## src/rtl/cfgdec_pkg.sv

```systemverilog
package cfgdec_pkg;

  typedef enum logic [1:0] {
    WIN_IO_LO = 2'd0,
    WIN_IO_HI = 2'd1,
    WIN_ADDR  = 2'd2,
    WIN_DATA  = 2'd3
  } win_e;

  typedef enum logic [2:0] {
    SRC_ADDR = 3'd0,
    SRC_CFG  = 3'd1,
    SRC_ONES = 3'd2,
    SRC_IO   = 3'd3,
    SRC_ZERO = 3'd4
  } rd_src_e;

  typedef struct packed {
    logic       type1;
    logic [7:0] bus;
    logic [4:0] dev;
    logic [2:0] func;
    logic [5:0] regno;
  } cfg_fields_t;

endpackage

```

## src/rtl/cfgdec_addr_reg.sv

```systemverilog
module cfgdec_addr_reg #(
  parameter int DATA_W = 32
) (
  input  logic              clk,
  input  logic              rst_n,
  input  logic              we_i,
  input  logic [DATA_W-1:0] wdata_i,
  output logic [DATA_W-1:0] q_o
);

  logic [DATA_W-1:0] q_nxt;

  always_comb begin
    q_nxt = q_o;
    if (we_i) q_nxt = wdata_i;
  end

  always_ff @(posedge clk or negedge rst_n) begin
    if (!rst_n) q_o <= '0;
    else        q_o <= q_nxt;
  end

endmodule

```

## src/rtl/cfgdec_idsel.sv

```systemverilog
module cfgdec_idsel #(
  parameter int SLOTS = 21,
  parameter int DEV_W = 5,
  parameter int BASE  = 11
) (
  input  logic [SLOTS-1:0] idsel_i,
  output logic             valid_o,
  output logic [DEV_W-1:0] dev_o
);

  logic             any_set;
  logic             multi_set;
  logic [DEV_W-1:0] idx;

  // With a single set bit, the OR of the indices of the set bits is that bit's index.
  always_comb begin
    any_set   = 1'b0;
    multi_set = 1'b0;
    idx       = '0;
    for (int i = 0; i < SLOTS; i++) begin
      if (idsel_i[i]) begin
        multi_set = multi_set | any_set;
        any_set   = 1'b1;
        idx       = idx | DEV_W'(i);
      end
    end
  end

  assign valid_o = any_set & ~multi_set;
  assign dev_o   = valid_o ? (idx + DEV_W'(BASE)) : '0;

endmodule

```

## src/rtl/cfgdec_route.sv

```systemverilog
module cfgdec_route
  import cfgdec_pkg::*;
#(
  parameter int SLOTS = 21,
  parameter int DEV_W = 5
) (
  input  logic                req_valid_i,
  input  logic                req_write_i,
  input  logic [1:0]          win_i,
  input  cfg_fields_t         fld_i,
  input  logic [SLOTS-1:0]    idsel_i,
  input  logic                idsel_valid_i,
  input  logic [DEV_W-1:0]    idsel_dev_i,
  input  logic [SLOTS-1:0]    slot_present_i,
  input  logic                io_ack_i,
  output logic                cfg_req_o,
  output logic                cfg_miss_o,
  output logic                cfg_self_o,
  output logic [SLOTS-1:0]    cfg_sel_o,
  output logic [DEV_W-1:0]    cfg_dev_o,
  output logic                err_now_o,
  output logic                io_req_o,
  output logic                addr_we_o,
  output logic                rd_fire_o,
  output rd_src_e             rd_src_o
);

  win_e             win;
  logic             is_data;
  logic             is_addr;
  logic             is_io;
  logic [SLOTS-1:0] present_eff;
  logic [SLOTS-1:0] hit_vec;
  logic             t0_hit;

  assign win = win_e'(win_i);

  // Slot 0 is the bridge's own function and is always present.
  genvar gk;
  generate
    for (gk = 0; gk < SLOTS; gk++) begin : g_slot
      if (gk == 0) begin : g_self
        assign present_eff[gk] = 1'b1 | slot_present_i[gk];
      end else begin : g_ext
        assign present_eff[gk] = slot_present_i[gk];
      end
      assign hit_vec[gk] = idsel_i[gk] & present_eff[gk];
    end
  endgenerate

  always_comb begin
    is_data = req_valid_i && (win == WIN_DATA);
    is_addr = req_valid_i && (win == WIN_ADDR);
    is_io   = req_valid_i && ((win == WIN_IO_LO) || (win == WIN_IO_HI));
    t0_hit  = is_data && !fld_i.type1 && idsel_valid_i && (|hit_vec);
  end

  always_comb begin
    cfg_req_o  = t0_hit;
    cfg_miss_o = is_data && !t0_hit;
    cfg_sel_o  = t0_hit ? hit_vec : '0;
    cfg_self_o = t0_hit && hit_vec[0];
    cfg_dev_o  = fld_i.type1 ? fld_i.dev : idsel_dev_i;
    err_now_o  = is_data && !fld_i.type1 && !idsel_valid_i;
    io_req_o   = is_io;
    addr_we_o  = is_addr && req_write_i;
    rd_fire_o  = req_valid_i && !req_write_i;
  end

  always_comb begin
    rd_src_o = SRC_ZERO;
    unique case (win)
      WIN_ADDR:  rd_src_o = SRC_ADDR;
      WIN_DATA:  rd_src_o = t0_hit ? SRC_CFG : SRC_ONES;
      default:   rd_src_o = io_ack_i ? SRC_IO : SRC_ZERO;
    endcase
  end

endmodule

```

## src/rtl/cfgdec_rsp.sv

```systemverilog
module cfgdec_rsp
  import cfgdec_pkg::*;
#(
  parameter int DATA_W = 32
) (
  input  logic              clk,
  input  logic              rst_n,
  input  logic              rd_fire_i,
  input  rd_src_e           rd_src_i,
  input  logic              err_now_i,
  input  logic [DATA_W-1:0] addr_q_i,
  input  logic [DATA_W-1:0] cfg_rdata_i,
  input  logic [DATA_W-1:0] io_rdata_i,
  output logic              rsp_valid_o,
  output logic [DATA_W-1:0] rsp_rdata_o,
  output logic              err_o
);

  logic [DATA_W-1:0] sel_data;
  logic [DATA_W-1:0] data_nxt;

  always_comb begin
    unique case (rd_src_i)
      SRC_ADDR: sel_data = addr_q_i;
      SRC_CFG:  sel_data = cfg_rdata_i;
      SRC_ONES: sel_data = '1;
      SRC_IO:   sel_data = io_rdata_i;
      default:  sel_data = '0;
    endcase
    data_nxt = rsp_rdata_o;
    if (rd_fire_i) data_nxt = sel_data;
  end

  always_ff @(posedge clk or negedge rst_n) begin
    if (!rst_n) begin
      rsp_valid_o <= 1'b0;
      rsp_rdata_o <= '0;
      err_o       <= 1'b0;
    end else begin
      rsp_valid_o <= rd_fire_i;
      rsp_rdata_o <= data_nxt;
      err_o       <= err_now_i;
    end
  end

endmodule

```

## src/rtl/cfg_cycle_decoder.sv

```systemverilog
module cfg_cycle_decoder
  import cfgdec_pkg::*;
#(
  parameter int DATA_W    = 32,
  parameter int OFFS_W    = 24,
  parameter int SIZE_W    = 3,
  parameter int IDSEL_LSB = 11,
  parameter int DEV_W     = 5
) (
  input  logic                          clk,
  input  logic                          rst_n,
  input  logic                          req_valid,
  input  logic                          req_write,
  input  logic [OFFS_W-1:0]             req_offset,
  input  logic [SIZE_W-1:0]             req_size,
  input  logic [DATA_W-1:0]             req_wdata,
  output logic                          rsp_valid,
  output logic [DATA_W-1:0]             rsp_rdata,
  input  logic [DATA_W-IDSEL_LSB-1:0]   slot_present,
  output logic                          cfg_req,
  output logic                          cfg_write,
  output logic                          cfg_type1,
  output logic [7:0]                    cfg_bus,
  output logic [DEV_W-1:0]              cfg_dev,
  output logic [2:0]                    cfg_func,
  output logic [5:0]                    cfg_reg,
  output logic [1:0]                    cfg_byte,
  output logic [SIZE_W-1:0]             cfg_size,
  output logic [DATA_W-1:0]             cfg_wdata,
  output logic [DATA_W-IDSEL_LSB-1:0]   cfg_sel,
  output logic                          cfg_self,
  output logic                          cfg_miss,
  input  logic [DATA_W-1:0]             cfg_rdata,
  output logic                          io_req,
  output logic                          io_write,
  output logic [OFFS_W-1:0]             io_offset,
  output logic [SIZE_W-1:0]             io_size,
  output logic [DATA_W-1:0]             io_wdata,
  input  logic                          io_ack,
  input  logic [DATA_W-1:0]             io_rdata,
  output logic                          err_idsel
);

  localparam int SLOTS = DATA_W - IDSEL_LSB;

  logic [DATA_W-1:0] addr_q;
  cfg_fields_t       fld;
  logic              idsel_valid;
  logic [DEV_W-1:0]  idsel_dev;
  logic              err_now;
  logic              addr_we;
  logic              rd_fire;
  rd_src_e           rd_src;

  assign fld = '{type1: addr_q[0],
                 bus:   addr_q[23:16],
                 dev:   addr_q[15:11],
                 func:  addr_q[10:8],
                 regno: addr_q[7:2]};

  cfgdec_addr_reg #(.DATA_W(DATA_W)) i_addr_reg (
    .clk     (clk),
    .rst_n   (rst_n),
    .we_i    (addr_we),
    .wdata_i (req_wdata),
    .q_o     (addr_q)
  );

  cfgdec_idsel #(.SLOTS(SLOTS), .DEV_W(DEV_W), .BASE(IDSEL_LSB)) i_idsel (
    .idsel_i (addr_q[DATA_W-1:IDSEL_LSB]),
    .valid_o (idsel_valid),
    .dev_o   (idsel_dev)
  );

  cfgdec_route #(.SLOTS(SLOTS), .DEV_W(DEV_W)) i_route (
    .req_valid_i    (req_valid),
    .req_write_i    (req_write),
    .win_i          (req_offset[OFFS_W-1 -: 2]),
    .fld_i          (fld),
    .idsel_i        (addr_q[DATA_W-1:IDSEL_LSB]),
    .idsel_valid_i  (idsel_valid),
    .idsel_dev_i    (idsel_dev),
    .slot_present_i (slot_present),
    .io_ack_i       (io_ack),
    .cfg_req_o      (cfg_req),
    .cfg_miss_o     (cfg_miss),
    .cfg_self_o     (cfg_self),
    .cfg_sel_o      (cfg_sel),
    .cfg_dev_o      (cfg_dev),
    .err_now_o      (err_now),
    .io_req_o       (io_req),
    .addr_we_o      (addr_we),
    .rd_fire_o      (rd_fire),
    .rd_src_o       (rd_src)
  );

  cfgdec_rsp #(.DATA_W(DATA_W)) i_rsp (
    .clk         (clk),
    .rst_n       (rst_n),
    .rd_fire_i   (rd_fire),
    .rd_src_i    (rd_src),
    .err_now_i   (err_now),
    .addr_q_i    (addr_q),
    .cfg_rdata_i (cfg_rdata),
    .io_rdata_i  (io_rdata),
    .rsp_valid_o (rsp_valid),
    .rsp_rdata_o (rsp_rdata),
    .err_o       (err_idsel)
  );

  assign cfg_write = req_write;
  assign cfg_type1 = fld.type1;
  assign cfg_bus   = fld.bus;
  assign cfg_func  = fld.func;
  assign cfg_reg   = fld.regno;
  assign cfg_byte  = req_offset[1:0];
  assign cfg_size  = req_size;
  assign cfg_wdata = req_wdata;
  assign io_write  = req_write;
  assign io_offset = req_offset;
  assign io_size   = req_size;
  assign io_wdata  = req_wdata;

endmodule

```

## config.mk

```make
export PLATFORM = sky130hd
export DESIGN_NAME = cfg_cycle_decoder
export DESIGN_NICKNAME = d
export VERILOG_FILES = /design/src/rtl/cfgdec_pkg.sv /design/src/rtl/cfgdec_addr_reg.sv /design/src/rtl/cfgdec_idsel.sv /design/src/rtl/cfgdec_route.sv /design/src/rtl/cfgdec_rsp.sv /design/src/rtl/cfg_cycle_decoder.sv
export SDC_FILE = /design/constraint.sdc
export NUM_CORES = 1
export LEC_CHECK = 0
export ABC_CLOCK_PERIOD_IN_PS = 3100
export CAP_MARGIN = 15
export CORE_MARGIN = 3
export CORE_UTILIZATION = 34
export DETAILED_ROUTE_END_ITERATION = 6
export MAX_ROUTING_LAYER = met4
export PLACE_DENSITY = 0.79
export SLEW_MARGIN = 10
export SYNTH_ARGS = -nofsm -noshare
export SYNTH_HDL_FRONTEND = slang
export SYNTH_SLANG_ARGS = --single-unit
```

## constraint.sdc

```tcl
create_clock -name clk -period 3.1 [get_ports clk]
set_input_delay 0.775 -clock clk [delete_from_list [all_inputs] [get_ports clk]]
set_output_delay 0.775 -clock clk [all_outputs]
set_load 0.05 [all_outputs]
```

==> impl_metrics.env <==
export IMPL_hold_viol=0
export IMPL_vdd_drop_max_mv=0.249
export IMPL_clock_sinks=66
export IMPL_hp_class="reg2reg"
export IMPL_maxSlewViolCount=0
export IMPL_period_share=1.15
export IMPL_dr_first_iter_drc_count=456
export IMPL_die_area_um2=16600
export IMPL_initial_utilization=0.350
export IMPL_cp_start_kind="flip-flop"
export IMPL_synth_seq_cells=66
export IMPL_cp_data_required_time_ns=2.32
export IMPL_wirelength_um=20700
export IMPL_maxCapViolations=0
export IMPL_cts_tree="yes"
export IMPL_grt_start_max_net_pins=67
export IMPL_async_flop_share=1.00
export IMPL_grt_pass1_wl_um=30900
export IMPL_holdWs_ns=0.512
export IMPL_clk_insertion_delay_late_ns=0.34
export IMPL_worst_setup_path_end_kind="output pin"
export IMPL_slew_limit_headroom=0.406
export IMPL_synth_nets=703
export IMPL_viasPerCell=5.69
export IMPL_min_to="i_addr_reg.q_o[1]"
export IMPL_firstDrtPassIters=7
export IMPL_worst_path_buf_inv=5
export IMPL_timing_rr_end="i_rsp.rsp_rdata_o[17]"
export IMPL_grt_setup_unrepaired="true"
export IMPL_min_from="i_addr_reg.q_o[1]"
export IMPL_p_leak_nw=3.51
export IMPL_cp_data_arrival_time_ns=2.79
export IMPL_p_per_area_nw_per_um2=487
export IMPL_drc=0
export IMPL_yosysUniqueCellTypes=51
export IMPL_report_final_setup_viol=29
export IMPL_antenna_left=0
export IMPL_finalClockSkew_ns=0.00783
export IMPL_rr_worst_depth=12
export IMPL_antenna_found_initial=1
export IMPL_globalplace_congestion=0.957
export IMPL_crit_fanout=6
export IMPL_ys_warn_count=0
export IMPL_wl_per_cell_um=22.0
export IMPL_synth_edf_count=0
export IMPL_critPathMaxStageDelay_ns=0.47
export IMPL_max_freq_mhz=280
export IMPL_syn_avg_cell_area_um2=9.27
export IMPL_hold_depth=1
export IMPL_io_pins=329
export IMPL_tightest_slew_ns=0.889
export IMPL_gr_total_overflow=0
export IMPL_crit_family="simple AND/OR/NAND/NOR gates"
export IMPL_violations="setup timing"
export IMPL_status="complete, but fails checks"
export IMPL_mostFrequentLayoutCells="153 x clkdlybuf4s50_1, 138 x buf_4, 66 x dfrtp_1"
export IMPL_htreeDepth=3
export IMPL_syn_to_final_growth_pct=64.7
export IMPL_fin_cells=939
export IMPL_numCtsBuffers=9
export IMPL_ys_seq_area_frac=0.322
export IMPL_fin_nets=899
export IMPL_syn_area_um2=5120
export IMPL_clk_pin_slew_worst_paths_ns=0.06
export IMPL_critPathKind="reg2out"
export IMPL_rows=44
export IMPL_design_core_area_um2=14600
export IMPL_die_x_um=129
export IMPL_path_cells="buf_6, a222oi_1, nand3_1, or3_4, and4_4, o311ai_4, buf_12, inv_8, buf_6, nor2_4, buf_12"
export IMPL_grt_pass1_vias=5408
export IMPL_r2r_setup_slack_ns=0.31
export IMPL_r2r_start="i_addr_reg.q_o[20]"
export IMPL_final_common_cell="clkdlybuf4s50_1"
export IMPL_io_buffers=272
export IMPL_cp_slowest_cell="a222oi_1"
export IMPL_ctsLongestPathBuffers=2
export IMPL_die_h_um=129
export IMPL_layout_min_cycle_time_ns=3.57
export IMPL_ys_flop_type="dfrtp_1"
export IMPL_setup_ws_ns=-0.466
export IMPL_via_count=5346
export IMPL_syn_inst=553
export IMPL_drive_gt1_frac=0.410
export IMPL_cts_root_buf="clkbuf_16"
export IMPL_place_hpwl_um=15200
export IMPL_dpl_cell_count=910
export IMPL_grt_use_total=0.250
-- stage by stage --
stage | util | power [W] | setup WS [ns] | cell area (µm²) | TNS, ns
2_1_floorplan | - | 0.00245 | -0.174 | 5330 | -1.52
3_3_place_gp | 0.537 | 0.00305 | -0.676 | 7860 | -15.75
3_5_place_dp | 0.537 | 0.00309 | -0.710 | 7860 | -16.35
4_1_cts | 0.575 | 0.00412 | -0.370 | 8420 | -9.55
5_1_grt | 0.576 | 0.00429 | -0.528 | 8440 | -14.23
6_report | 0.576 | 0.00411 | -0.466 | 8440 | -12.10
-- synth_stat cells, drive strengths merged (4+ instances only) --
master / n / area (µm²)
nor2: 12 / 45.0
or3: 4 / 30.0
a21oi: 68 / 415
nand2: 13 / 51.3
a22oi: 8 / 60.1
o41ai: 7 / 68.8
dfrtp: 66 / 1650
o31a: 31 / 272
a222oi: 34 / 340
nor3: 7 / 45.0
nor4: 6 / 58.8
inv: 4 / 15.0
buf: 137 / 1010
clkbuf: 33 / 124
mux2: 32 / 360
nand3: 38 / 195
and3: 21 / 131
-- state kept, by name, summed over array words and instances (netlist names) --
register and count:
i_addr_reg.q_o 32, i_rsp.err_o 1, i_rsp.rsp_valid_o 1, i_rsp.rsp_rdata_o 32
-- power by group --
group | total, W | internal (W) | switching, W
clock | 0.000951 | 0.000558 | 0.000392
sequential | 0.00112 | 0.000986 | 0.000134
combinational | 0.00204 | 0.000825 | 0.00121
total | 0.00411 | 0.00237 | 0.00174
-- area by class of cell --
| cell class | instances | area (µm²) |
|---|---|---|
| antenna | 1 | 2.50 |
| clock buffer | 11 | 243 |
| clock inverter | 5 | 30.0 |
| fill | 1236 | 6200 |
| inverter | 4 | 28.8 |
| multi-input combinational | 313 | 2710 |
| sequential | 66 | 1650 |
| tap | 184 | 230 |
| timing repair buffer | 352 | 3510 |
| timing repair inverter | 3 | 38.8 |
-- worst reg2reg max path, stage by stage, from the launching register on --
cell      delay, ns
dfrtp_1        0.40
buf_6          0.14
a222oi_1       0.47
nand3_1        0.16
or3_4          0.42
and4_4         0.20
o311ai_4       0.08
buf_12         0.20
buf_4          0.12
buf_4          0.10
nand2_2        0.06
buf_12         0.18
a21oi_1        0.19
-- routing by layer --
layer	track usage	routed length [µm]
met5	-	0
met2	0.406	10300
met1	0.298	8060
met3	0.0594	1710
met4	0.0976	629
-- how the worst max path moves through the flow --
stage,start,endpoint,slack (ns),cells past startpoint
6_report,i_addr_reg.q_o[20],cfg_miss,-0.47,11
4_1_cts,i_addr_reg.q_o[17],cfg_dev[0],-0.37,8
3_5_place_dp,slot_present[9],cfg_sel[18],-0.71,9
2_1_floorplan,i_addr_reg.q_o[18],cfg_dev[2],-0.17,8
3_3_place_gp,slot_present[9],cfg_sel[17],-0.68,9
5_1_grt,i_addr_reg.q_o[20],cfg_miss,-0.53,11
-- kinds of logic after synthesis --
kind of cell             after synthesis  synth area share
AO/OA/AOI/OAI                        162             0.247
XOR/XNOR                               3           0.00513
adder cells (fa/ha/maj)                2           0.00439
buffers and inverters                174             0.224
flip-flops                            66             0.322
multiplexers                          33            0.0723
AND/OR/NAND/NOR                      113             0.125
-- repair_timing --
action	CTS	global route
setup buffers	7	2
resized for setup	72	0
pin swaps	41	9
gates cloned	3	0
endpoints found under the setup margin	29	29
hold buffers	0	0
Note: power is estimated with default switching activity, not from simulation.
